## src/rtl/srb_pkg.sv

```systemverilog
package srb_pkg;
    localparam int WORD_W = 32;
    localparam int HALF_W = 16;

    function automatic int bits_per_reg(input bit masked);
        return masked ? HALF_W : WORD_W;
    endfunction
endpackage

```

## src/rtl/srb_decode.sv

```systemverilog
module srb_decode #(
    parameter int ADDR_W   = 8,
    parameter int NUM_REGS = 4,
    parameter int IDX_W    = 2
) (
    input  logic [ADDR_W-1:0] addr,
    output logic              hit,
    output logic [IDX_W-1:0]  idx
);
    localparam int FULL_W = ADDR_W - 2;
    localparam logic [FULL_W-1:0] LIMIT = FULL_W'(NUM_REGS);

    logic [FULL_W-1:0] word_idx;
    logic [1:0]        unused_lsb;

    always_comb begin
        word_idx   = addr[ADDR_W-1:2];
        unused_lsb = addr[1:0];
        hit        = (word_idx < LIMIT);
        idx        = word_idx[IDX_W-1:0];
    end
endmodule

```

## src/rtl/srb_word.sv

```systemverilog
module srb_word
    import srb_pkg::*;
#(
    parameter bit MASKED = 1'b1,
    parameter int PER    = bits_per_reg(MASKED)
) (
    input  logic              clk,
    input  logic              rst_n,
    input  logic              we,
    input  logic [WORD_W-1:0] wdata,
    output logic [PER-1:0]    bits
);
    typedef struct packed {
        logic [PER-1:0] val;
    } word_s;

    word_s s_d, s_q;

    generate
        if (MASKED) begin : g_masked
            logic [PER-1:0] en;
            always_comb begin
                en = wdata[WORD_W-1:HALF_W];
                s_d = s_q;
                if (we) begin
                    s_d.val = (s_q.val & ~en) | (wdata[PER-1:0] & en);
                end
            end

            p_masked_take_r2: assert property (@(posedge clk) disable iff (!rst_n)
                we |=> ((s_q.val & $past(wdata[WORD_W-1:HALF_W])) ==
                        ($past(wdata[PER-1:0]) & $past(wdata[WORD_W-1:HALF_W]))));

            p_unmasked_keep_r3: assert property (@(posedge clk) disable iff (!rst_n)
                we |=> (((s_q.val ^ $past(s_q.val)) & ~$past(wdata[WORD_W-1:HALF_W])) == '0));
        end else begin : g_plain
            always_comb begin
                s_d = s_q;
                if (we) begin
                    s_d.val = wdata[PER-1:0];
                end
            end

            p_plain_replace_r5: assert property (@(posedge clk) disable iff (!rst_n)
                we |=> (s_q.val == $past(wdata[PER-1:0])));
        end
    endgenerate

    always_ff @(posedge clk) begin
        if (!rst_n) begin
            s_q <= '0;
        end else begin
            s_q <= s_d;
        end
    end

    assign bits = s_q.val;

    p_idle_hold_r9: assert property (@(posedge clk) disable iff (!rst_n)
        (!we && $past(rst_n)) |=> $stable(s_q.val));
endmodule

```

## src/rtl/srb_readmux.sv

```systemverilog
module srb_readmux
    import srb_pkg::*;
#(
    parameter int NUM_REGS = 4,
    parameter int PER      = 16,
    parameter int IDX_W    = 2
) (
    input  logic [NUM_REGS*PER-1:0] flat,
    input  logic                    hit,
    input  logic [IDX_W-1:0]        idx,
    output logic [WORD_W-1:0]       word
);
    always_comb begin
        word = '0;
        for (int k = 0; k < NUM_REGS; k++) begin
            if (hit && (idx == IDX_W'(k))) begin
                word[PER-1:0] = flat[k*PER +: PER];
            end
        end
    end
endmodule

```

## src/rtl/soft_reset_bank.sv

```systemverilog
module soft_reset_bank
    import srb_pkg::*;
#(
    parameter int ADDR_W   = 8,
    parameter int NUM_REGS = 4,
    parameter bit MASKED   = 1'b1,
    parameter int PER      = bits_per_reg(MASKED),
    parameter int NUM_OUT  = NUM_REGS * PER
) (
    input  logic              clk,
    input  logic              rst_n,
    input  logic [ADDR_W-1:0] bus_addr,
    input  logic [WORD_W-1:0] bus_wdata,
    input  logic              bus_wr,
    input  logic              bus_rd,
    output logic [WORD_W-1:0] bus_rdata,
    output logic [NUM_OUT-1:0] rst_out
);
    localparam int IDX_W = (NUM_REGS > 1) ? $clog2(NUM_REGS) : 1;

    typedef struct packed {
        logic [WORD_W-1:0] rdata;
    } rd_s;

    rd_s r_d, r_q;

    logic             hit;
    logic [IDX_W-1:0] idx;
    logic [WORD_W-1:0] mux_word;

    srb_decode #(
        .ADDR_W   (ADDR_W),
        .NUM_REGS (NUM_REGS),
        .IDX_W    (IDX_W)
    ) u_decode (
        .addr (bus_addr),
        .hit  (hit),
        .idx  (idx)
    );

    generate
        for (genvar k = 0; k < NUM_REGS; k++) begin : g_reg
            logic we_k;
            assign we_k = bus_wr && hit && (idx == IDX_W'(k));
            srb_word #(
                .MASKED (MASKED),
                .PER    (PER)
            ) u_word (
                .clk   (clk),
                .rst_n (rst_n),
                .we    (we_k),
                .wdata (bus_wdata),
                .bits  (rst_out[k*PER +: PER])
            );
        end
    endgenerate

    srb_readmux #(
        .NUM_REGS (NUM_REGS),
        .PER      (PER),
        .IDX_W    (IDX_W)
    ) u_readmux (
        .flat (rst_out),
        .hit  (hit),
        .idx  (idx),
        .word (mux_word)
    );

    always_comb begin
        r_d = r_q;
        r_d.rdata = bus_rd ? mux_word : '0;
    end

    always_ff @(posedge clk) begin
        if (!rst_n) begin
            r_q <= '0;
        end else begin
            r_q <= r_d;
        end
    end

    assign bus_rdata = r_q.rdata;

    p_oob_read_zero_r7: assert property (@(posedge clk) disable iff (!rst_n)
        (bus_rd && !hit) |=> (bus_rdata == '0));

    p_oob_write_ignored_r7: assert property (@(posedge clk) disable iff (!rst_n)
        (bus_wr && !hit && $past(rst_n)) |=> $stable(rst_out));

    p_idle_read_zero_r8: assert property (@(posedge clk) disable iff (!rst_n)
        !bus_rd |=> (bus_rdata == '0));

    generate
        if (MASKED) begin : g_upper_chk
            p_upper_zero_r4: assert property (@(posedge clk) disable iff (!rst_n)
                $past(rst_n) |-> (bus_rdata[WORD_W-1:HALF_W] == '0));
        end
    endgenerate
endmodule

```

## config.mk

```make
export PLATFORM = sky130hd
export DESIGN_NAME = soft_reset_bank
export DESIGN_NICKNAME = d
export VERILOG_FILES = /design/src/rtl/srb_pkg.sv /design/src/rtl/srb_decode.sv /design/src/rtl/srb_word.sv /design/src/rtl/srb_readmux.sv /design/src/rtl/soft_reset_bank.sv
export SDC_FILE = /design/constraint.sdc
export NUM_CORES = 1
export LEC_CHECK = 0
export ABC_AREA = 1
export BUFFER_PORTS_ARGS = -buffer_cell sky130_fd_sc_hd__buf_2
export CORE_MARGIN = 3
export CORE_UTILIZATION = 25
export DETAILED_ROUTE_END_ITERATION = 8
export HOLD_SLACK_MARGIN = 0.06
export REMOVE_ABC_BUFFERS = 1
export SYNTH_ARGS = -nofsm -noshare
export SYNTH_HDL_FRONTEND = slang
export SYNTH_HIERARCHICAL = 1
export SYNTH_SLANG_ARGS = --single-unit
```

## constraint.sdc

```tcl
create_clock -name clk -period 1.4 [get_ports clk]
set_clock_uncertainty 0.2 [all_clocks]
set_input_delay 0.07 -clock clk [delete_from_list [all_inputs] [get_ports clk]]
set_output_delay 0.07 -clock clk [all_outputs]
set_load 0.02 [all_outputs]
```

### Word level (Yosys, flattened, before mapping)

Cells that the tools add are included.

* register bits: 96
* bits in latches: 0
* bits in writable memories: 0
* ROM bits: 0
* bits of input ports: 44
* output and inout port bits: 96
* logic and storage cells: 35
* memories kept: 0

* $add $sub $neg: 0
* multipliers: 0
* div/mod/pow operators: 0
* $lt $le $gt $ge: 1
* equal/unequal tests: 3
* shift-type cells: 0
* muxes and demuxes: 4
* bitwise operators: 10
* reduce and logical (&&, ||, !) cells: 11

Operators with widths (count)
* bitwise AND 16 bit: 5
* 2-to-1 mux 16 bit: 4
* bitwise OR 16 bit: 4
* NOT 16 bit: 1
* logical AND 1 bit: 9
* less-than comparator 6 x 3 -> 1 bit (second input constant): 1
* == test 2 bit (second input constant): 2
* == test 2 x 1 -> 1 bit (second input constant): 1
* logical NOT 2 bit: 1
* AND reduction 2 bit: 1

### Logic depth before layout (Yosys ltp)

Gate-level depths: netlist of the first run.

* depth after elaboration: 6
* depth in mapped cells: 11
* depth with buffers taken out: 9

### Hierarchy

Netlist of the first run, hierarchy kept.

Modules (own cells, without submodules)
* srb_word: times used 4, cells an instance 116, area an instance 745.7 µm², seq. area each 320.3 µm²
* soft_reset_bank: times used 1, cells an instance 111, area an instance 1052.3 µm², seq. area each 640.6 µm²
* srb_readmux: times used 1, cells an instance 118, area an instance 759.5 µm², seq. area each 0.0 µm²
* srb_decode: times used 1, cells an instance 9, area an instance 41.3 µm², seq. area each 0.0 µm²

### Worst setup path after synthesis of the first run

Ideal clock, no wire load.

* path kind: input to register
* start point: in bus_addr[6]
* end point: reg with a tool-made name
* setup time: 0.113 ns
* arrival time: 0.918 ns
* data required time: 1.087 ns
* path slack: 0.169 ns
* cell stages on the path: 10
* path buffers: 2
* cells stage by stage: inv_1 -> nand2_1 -> nor2_1 -> nand2_1 -> nor2_1 -> buf_6 -> buf_12 -> nand2_1 -> nor2_1 -> nor2_1

RTL lines
* start, declared: RTL line soft_reset_bank.sv:12 `input logic [ADDR_W-1:0] bus_addr,`

==> impl_results.md, run 1 <==
* Status: completed
* Final setup TNS at 0 ns
* Total power at 5950 µW
* Yosys cell types at 19
* Clock-pin slew on the worst setup and hold paths at 0.06 ns
* Synth area leader: dfxtp_1
* Number of synthesized register bits at 96
* Io pins at 140
* Core area at roughly 0.019 mm²
* Mapped Area at ~0.0048 mm²
* Vias in the first global route at approximately 4300
* Reg2reg setup slack at between 0.3 and 0.4 ns
* Final Hold Vio Count at 0
* CTS Buf Count at 9
* Max-cap violations at 0
* R2R cell count at 4
* Initial DRC count at ~220
* Worst hold path class: in -> reg
* Top-area cell type share of the netlist area at between 30% and 40%
* Vias per cell at 4.14
* DP Wirelength at about 11 mm
* Register area share after synthesis at about two fifths
* Worst setup path class: reg -> out
* DR vias at ~4700
* ANT nets after route at 0
* Minimum clock period at approximately 1.2 ns
* Final Wtd Congestion at approximately 0.80
* Critical Path Source Type: flip-flop
* Clock Tree Buf Depth at 2
* WL/cell at 12.9 µm
* NumNets Final at about 900
* Die height at between 100 and 150 µm
* Die W at about 150 µm
* CP Max Fanout at 3
* Residual DRC at 0
* Crit end category: output pin
* CTS tree: built
* Worst Path Arrival at approximately 0.94 ns
* Layout cells sized above 1 at 27.8%
* Worst Hold Launch: bus_addr[2]
* # rows at 50
* Number of I/O port buffers at approximately 140
* Starting Density at about a quarter
* Area Growth Syn to Fin at 32.4%
* Fraction of the cycle the final worst path needs at about 86%
* Hold Path Stages at 5
* Worst path bufs/invs at 1
* Global-route wire length before repair at 23.7 mm
* Largest stage delay on the critical path at roughly 0.4 ns
* Synth warn at 6
* Hold endpoint: bus_rdata[3]$_SDFF_PN0_
* Post-Syn Area per Cell at 6.89 µm²
* FILL cells at about 2000
* Setup violators final at 0
* Top post-synthesis cells by area: dfxtp_1, nand2_1, nor2_1
* Pin count of the biggest net entering global routing at 48
* F_max at between 0.8 and 0.9 GHz
* Data required, critical path at approximately 1.1 ns
* Full die area at 0.0210 mm²
* Synth Instances at ~700
* CTS H-tree depth at 3
* Clock Latency Late Sink at about 0.35 ns
* GRT Util Overall at between 10% and 20%
* CP max stage cell: dfxtp_1
* CP top delay family: flip-flops
* Slew Limit Fails at 0
* Routed WL at 14.7 mm
* Reg2reg end: bus_rdata[0]$_SDFF_PN0_
* VDD IR max at roughly 0.00074 V
* Clk root buf: clkbuf_16
* Postcts setup bufs at 0
* Antenna violations before repair at 0
* RSZ-0062 raised after global routing: false
* CP Cell Sequence: buf_2
* Total clock sinks at 96
* Total gr overflow at 0
* Drt pass-1 iters at 4
* Pwr/cell area at between 900 and 1000 mW/mm²
* Leakage Power at around 0.0032 µW
-- how the worst max path moves through the flow --
stage                            from          end  depth (start not counted)
after global routing      bus_addr[7]    flip-flop                         11
after CTS                 bus_addr[6]    flip-flop                         11
after floorplan           bus_addr[4]    flip-flop                          8
after global placement    bus_addr[6]    flip-flop                         10
after detailed placement  bus_addr[6]    flip-flop                         10
final                       flip-flop  rst_out[23]                          1
-- cells by family after synthesis --
logic type | after synthesis | synth area share [%]
flops | 96 | 39.7
simple gates | 446 | 41.8
buf+inv | 159 | 18.3
other cells | 1 | 0.0775
-- area by class of cell --
type | count | area, µm² | area share [%]
inverter | 104 | 390 | 6.09
multi-input combinational | 462 | 2100 | 32.8
sequential | 96 | 1920 | 30.0
tap | 260 | 325 | 5.08
clock buffer | 13 | 250 | 3.91
clock inverter | 3 | 65.1 | 1.02
antenna | 1 | 2.50 | 0.0391
timing repair buffer | 202 | 1350 | 21.0
-- through the flow --
stage / util [%] / setup slack (ns) / std cells / hold slack [ns] / cell area [µm²]
2_1_floorplan: - / -2.50 / 662 / -0.00960 / 4400
3_3_place_gp: 30.5 / -0.174 / 1090 / 0.149 / 5740
3_5_place_dp: 30.5 / -0.190 / 1090 / 0.156 / 5740
4_1_cts: 34.0 / 0.172 / 1140 / 0.0919 / 6400
5_1_grt: 34.0 / 0.0580 / 1140 / 0.124 / 6400
6_report: 34.0 / 0.189 / 1141 / 0.101 / 6400
-- synth_stat cells (all sizes together) --
master and count:
buf 47, clkbuf 8, conb 1, dfxtp 96, inv 104, nand2 200, nand3 16, nand4 64
nor2 166
-- timing repair --
action | CTS | global route
gates resized for setup | 0 | 1
endpoints found under the hold margin | 80 | 0
hold buffers | 34 | 0
setup endpoints to repair | 0 | 3
-- layout by cell type (no fill, tap or decap) --
| cell type | Yosys | final |
|---|---|---|
| dlygate4sd3_1 | 0 | 34 |
| buf_4 | 19 | 24 |
| nor2_1 | 135 | 130 |
| nor2_8 | 1 | 1 |
| nand2_1 | 175 | 174 |
| conb_1 | 1 | 16 |
| clkbuf_1 | 0 | 3 |
| nor2_2 | 27 | 31 |
| dfxtp_1 | 96 | 96 |
| buf_2 | 12 | 137 |
| bufinv_16 | 0 | 2 |
| nand2_2 | 25 | 26 |
| nand3_1 | 16 | 16 |
| clkbuf_16 | 0 | 9 |
| inv_1 | 102 | 102 |
| nor2_4 | 3 | 4 |
| diode_2 | 0 | 1 |
| nand4_1 | 64 | 64 |
| clkinv_2 | 0 | 1 |
| inv_2 | 2 | 2 |
| buf_12 | 4 | 7 |
| clkbuf_8 | 4 | 1 |
-- power breakdown --
group / internal [µW] / switching [µW]
sequential: 2760 / 9.91
combinational: 210 / 329
clock: 1610 / 1030
total: 4580 / 1370
-- metal layers --
metal  track usage, %  wire length [µm]  share of wire, %
met1             18.8              6830                46
met2             22.5              6630                45
met3             3.62              1100               7.5
met4             3.37               157               1.1
met5                0                 0                 0
Note: power is estimated with default switching activity, not from simulation.
==> inputs of run 2 (changes only) <==
- CORE_ASPECT_RATIO: unset -> 0.6
==> run 2 against run 1 <==
Against the previous run: non-clock buffer count is 1 lower; count of clock-buffer cells in the layout decreased by 1; cell count down 1.8%; sequential cell count stayed put; sequential power about the same; maximum frequency decreased by 4.7%; combinational power down 3%; die area rose by 0.26%; highest routed layer unchanged.
==> impl_results.md, run 2 (synthesis gave the netlist of run 1 again) <==
* Status: completed
* FILL cells at ~2000
* Post-cts repair resize count at 0
* Leakage Power at around 0.0032 µW
* Data required, critical path at between 1 and 1.5 ns
* # rows at 38
* Die height at ~110 µm
* Reg area at just under 0.002 mm²
* Worst setup path class: in -> reg
* GRT Util Overall at 14.2%
* CTS Buf Count at 9
* Crit end category: flip-flop
* Vias in the first global route at around 4100
* NumNets Final at slightly above 900
* Starting Density at 26.1%
* Total power at between 6000 and 7000 µW
* Setup violators final at 0
* Die W at about 190 µm
* Total gr overflow at 0
* Worst Path Arrival at around 1.4 ns
* Slew Limit Fails at 0
* Pin count of the biggest net entering global routing at 33
* Area Growth Syn to Fin at 31.8%
* RSZ-0062 raised after global routing: false
* DP Wirelength at about 11 mm
* Number of I/O port buffers at 137
* Max-cap violations at 0
* ANT nets after route at 0
* Clock Tree Buf Depth at 2
* Drt pass-1 iters at 5
* CTS tree: built
* Minimum clock period at approximately 1.3 ns
* Fraction of the cycle the final worst path needs at around nine tenths
* Initial DRC count at ~250
* CP Launch Point: bus_addr[2]
* Global-route wire length before repair at roughly 23 mm
* CP Max Fanout at 9
* CTS H-tree depth at 3
* F_max at between 0.7 and 0.8 GHz
* Layout Utilization at about a third
* Layout cells sized above 1 at about 28%
* Clock-pin slew on the worst setup and hold paths at roughly 0.070 ns
* VDD IR max at 0.000520 V
* Clk root buf: clkbuf_16
* Most common cell after layout, fill and taps aside: nand2_1
* WL/cell at between 10 and 15 µm
* Clock Latency Late Sink at approximately 0.35 ns
* Final Wtd Congestion at between 0.7 and 0.8
* Multi-input gate area at ~0.0021 mm²
* Total clock sinks at 96
* Residual DRC at 0
* Final setup TNS at 0 ns
* Final Hold Vio Count at 0
* DR vias at around 4700
* Worst Hold Launch: bus_addr[2]
* Worst hold path class: in -> reg
* Io pins at 140
* Most frequent cells in the layout: nand2_1, buf_2, nor2_1, inv_1, dfxtp_1
* Vias per cell at ~4.2
* Postcts setup bufs at 0
* Routed WL at roughly 15 mm
* Antenna violations before repair at 0
* Hold slack at about 0.19 ns
* Hold-fix buffers, CTS at 35
* Full die area at approximately 0.021 mm²
* Post-placement setup slack at -0.0928 ns
* Critical Path Source Type: input port
* Pwr/cell area at approximately 960 mW/mm²
* Core area at around 0.018 mm²
* PnR worst setup slack at 0.130 ns
[run 2: cell count changes in the layout (fill, tap and decap cells not counted)]
cell and change:
clkbuf_1 -3, buf_12 -2, clkbuf_8 +2, clkinvlp_4 +2, clkinv_2 -1, dlygate4sd3_1 +1, nand2_1 +1, nand2_2 -1
[run 2: power by group]
part           internal [µW]  switching (µW)  total [µW]
sequential              2760            10.3        2770
clock                   1710            1110        2820
combinational            198             326         524
total                   4670            1440        6110
[run 2: final cells by class]
class                           instances  area share (%)
Multi-Input combinational cell        462            33.0
Sequential cell                        96            30.2
Timing Repair Buffer                  201            20.7
Inverter                              104            6.12
Tap cell                              240            4.71
Clock buffer                           12            4.18
Clock inverter                          4            1.18
Antenna cell                            1          0.0393
[run 2: worst paths after layout]
kind / end / slack [ns] / depth (start not counted)
setup reg to reg: bus_rdata[12]$_SDFF_PN0_ / 0.36 / 4
hold / removal: bus_rdata[9]$_SDFF_PN0_ / 0.19 / 6
hold reg to reg: flip-flop / 0.33 / 4
setup / recovery: bus_rdata[10]$_SDFF_PN0_ / 0.13 / 6
[run 2: critical path, stage by stage]
cell and delay [ns]:
buf_2 0.25, dlygate4sd3_1 0.68, nand4_1 0.11, nand4_1 0.10, inv_1 0.05, nor2_2 0.10
[run 2: per-stage QoR]
stage               std cells  instance area, µm²
floorplan                 662                4400
global placement         1068                5680
detailed placement       1068                5680
CTS                      1119                6370
global route             1119                6370
finish                   1120                6370
[run 2: per-layer routing]
metal	share of wire [%]	track usage [%]
met5	0	0
met4	1.2	3.02
met3	8.4	4.65
met2	43	21.6
met1	48	19.6
==> inputs of run 3 (changes only) <==
- PLACE_DENSITY: unset -> 0.53
==> run 3 against run 2 <==
Against the previous run: sequential share of layout area is 0.083 points higher; count of clock-buffer cells in the layout shrank 3; sequential cell count did not move; clock power is 4% lower; die area did not move; maximum frequency rose by 1.3%; sequential power about the same; power down 1.8%; via count down 0.96%; register-to-register slack got worse by 0.08 ns; critical path depth shrank 5; critical endpoint is now rst_out[45]; largest power group is now sequential cells.
==> impl_results.md, run 3 (synthesis gave the netlist of run 1 again) <==
* Clk root buf: clkbuf_16
* Largest stage delay on the critical path at 0.43 ns
* Fraction of the cycle the final worst path needs at between 80% and 90%
* Final Hold Vio Count at 0
* DP Wirelength at 11.3 mm
* Worst setup path class: reg -> out
* GRT Util Overall at between 10 and 15%
* Postcts setup bufs at 0
* Post-cts repair resize count at 0
* Drt pass-1 iters at 4
* Full die area at 0.0211 mm²
* CTS Buf Count at 9
* Area Growth Syn to Fin at 31.4%
* Data required, critical path at roughly 1.1 ns
* NumNets Final at roughly 920
* RSZ-0062 raised after global routing: false
* Status: completed
* Leakage Power at between 0.003 and 0.004 µW
* Worst hold path class: in -> reg
* Layout cells sized above 1 at between 20% and 30%
* Vias per cell at between 4 and 5
* Global-route wire length before repair at between 20 and 25 mm
* CP Max Fanout at 3
* CP Cell Sequence: buf_2
* Total gr overflow at 0
* Layout Utilization at 34.4%
* Number of I/O port buffers at about 140
* Most common cell after layout, fill and taps aside: nand2_1
* Starting Density at between 20% and 30%
* CTS H-tree depth at 3
* Most frequent cells in the layout: nand2_1, buf_2, nor2_1, inv_1, dfxtp_1
* Pin count of the biggest net entering global routing at 36
* Post-placement setup slack at -0.135 ns
* Critical Path Source Type: flip-flop
* Die W at roughly 190 µm
* Crit end category: output pin
* Clock Tree Buf Depth at 2
* CP max stage cell: dfxtp_1
* Minimum clock period at between 1 and 1.5 ns
* Clock-pin slew on the worst setup and hold paths at about 0.07 ns
* Post-route cell area at approximately 0.0064 mm²
* VDD IR max at just over 0.0006 V
* Slew Limit Fails at 0
* Initial DRC count at approximately 270
* F_max at 0.797 GHz
* Vias in the first global route at between 4000 and 5000
* Io pins at 140
* Routed WL at 15.1 mm
* Max-cap violations at 0
* Clock Latency Late Sink at around 0.35 ns
* Antenna violations before repair at 0
* CTS tree: built
* Worst Path Arrival at approximately 0.98 ns
* Core area at 0.0185 mm²
* # rows at 38
* Worst Hold Launch: bus_addr[3]
* Placed Area at 0.00569 mm²
* Total clock sinks at 96
* ANT nets after route at 0
* N_diodes at 0
* PnR worst setup slack at roughly 0.15 ns
* Final Wtd Congestion at slightly above 0.8
* Setup violators final at 0
* Residual DRC at 0
* Final setup TNS at 0 ns
* CP top delay family: flip-flops
* Worst path bufs/invs at 1
* Die height at 114 µm
* Total power at approximately 6000 µW
* DR vias at around 4600
* WL/cell at between 10 and 15 µm
* Pwr/cell area at approximately 940 mW/mm²
-- run 3: cell types whose count changed in the layout (fill, tap and decap cells not counted) --
cell / change
clkbuf_8: -3
dlygate4sd3_1: -1
diode_2: -1
clkinvlp_4: +1
clkinv_2: +1
clkinv_4: +1
buf_4: +2
-- run 3: report_power, final --
| group | total (µW) | internal (µW) | switching, µW |
|---|---|---|---|
| registers | 2770 | 2750 | 11.1 |
| clock network | 2710 | 1570 | 1140 |
| logic | 526 | 203 | 323 |
| total | 6000 | 4520 | 1480 |
-- run 3: layout make-up --
cell class                 count  area, µm²
inverter                     104        390
multi-input combinational    462       2100
clock inverter                 7       96.3
fill                        1984      12100
sequential                    96       1920
timing repair buffer         202       1320
clock buffer                   9        225
tap                          240        300
-- run 3: timing repair --
action                     CTS  global route
hold endpoints to repair    80             0
setup endpoints to repair    0             0
hold buffers                34             0
-- run 3: layer usage --
metal	routed length (µm)	part of all wire, %	global-route usage [%]
met1	7890	52	21.0
met2	6060	40	21.0
met4	104	0.69	2.68
met5	0	0	0
met3	1060	7.0	4.43
-- run 3: path summary, 6_finish.rpt --
check / cells past startpoint / slack [ns] / endpoint
max: 1 / 0.15 / rst_out[45]
min: 6 / 0.18 / bus_rdata[9]$_SDFF_PN0_
max reg2reg: 4 / 0.28 / bus_rdata[13]$_SDFF_PN0_
min reg2reg: 4 / 0.34 / flip-flop
-- run 3: through the flow --
stage	hold slack, ns	std cells
after floorplan	-0.00960	662
after global placement	0.155	1070
after detailed placement	0.156	1070
after CTS	0.162	1120
after global routing	0.215	1120
final	0.183	1120
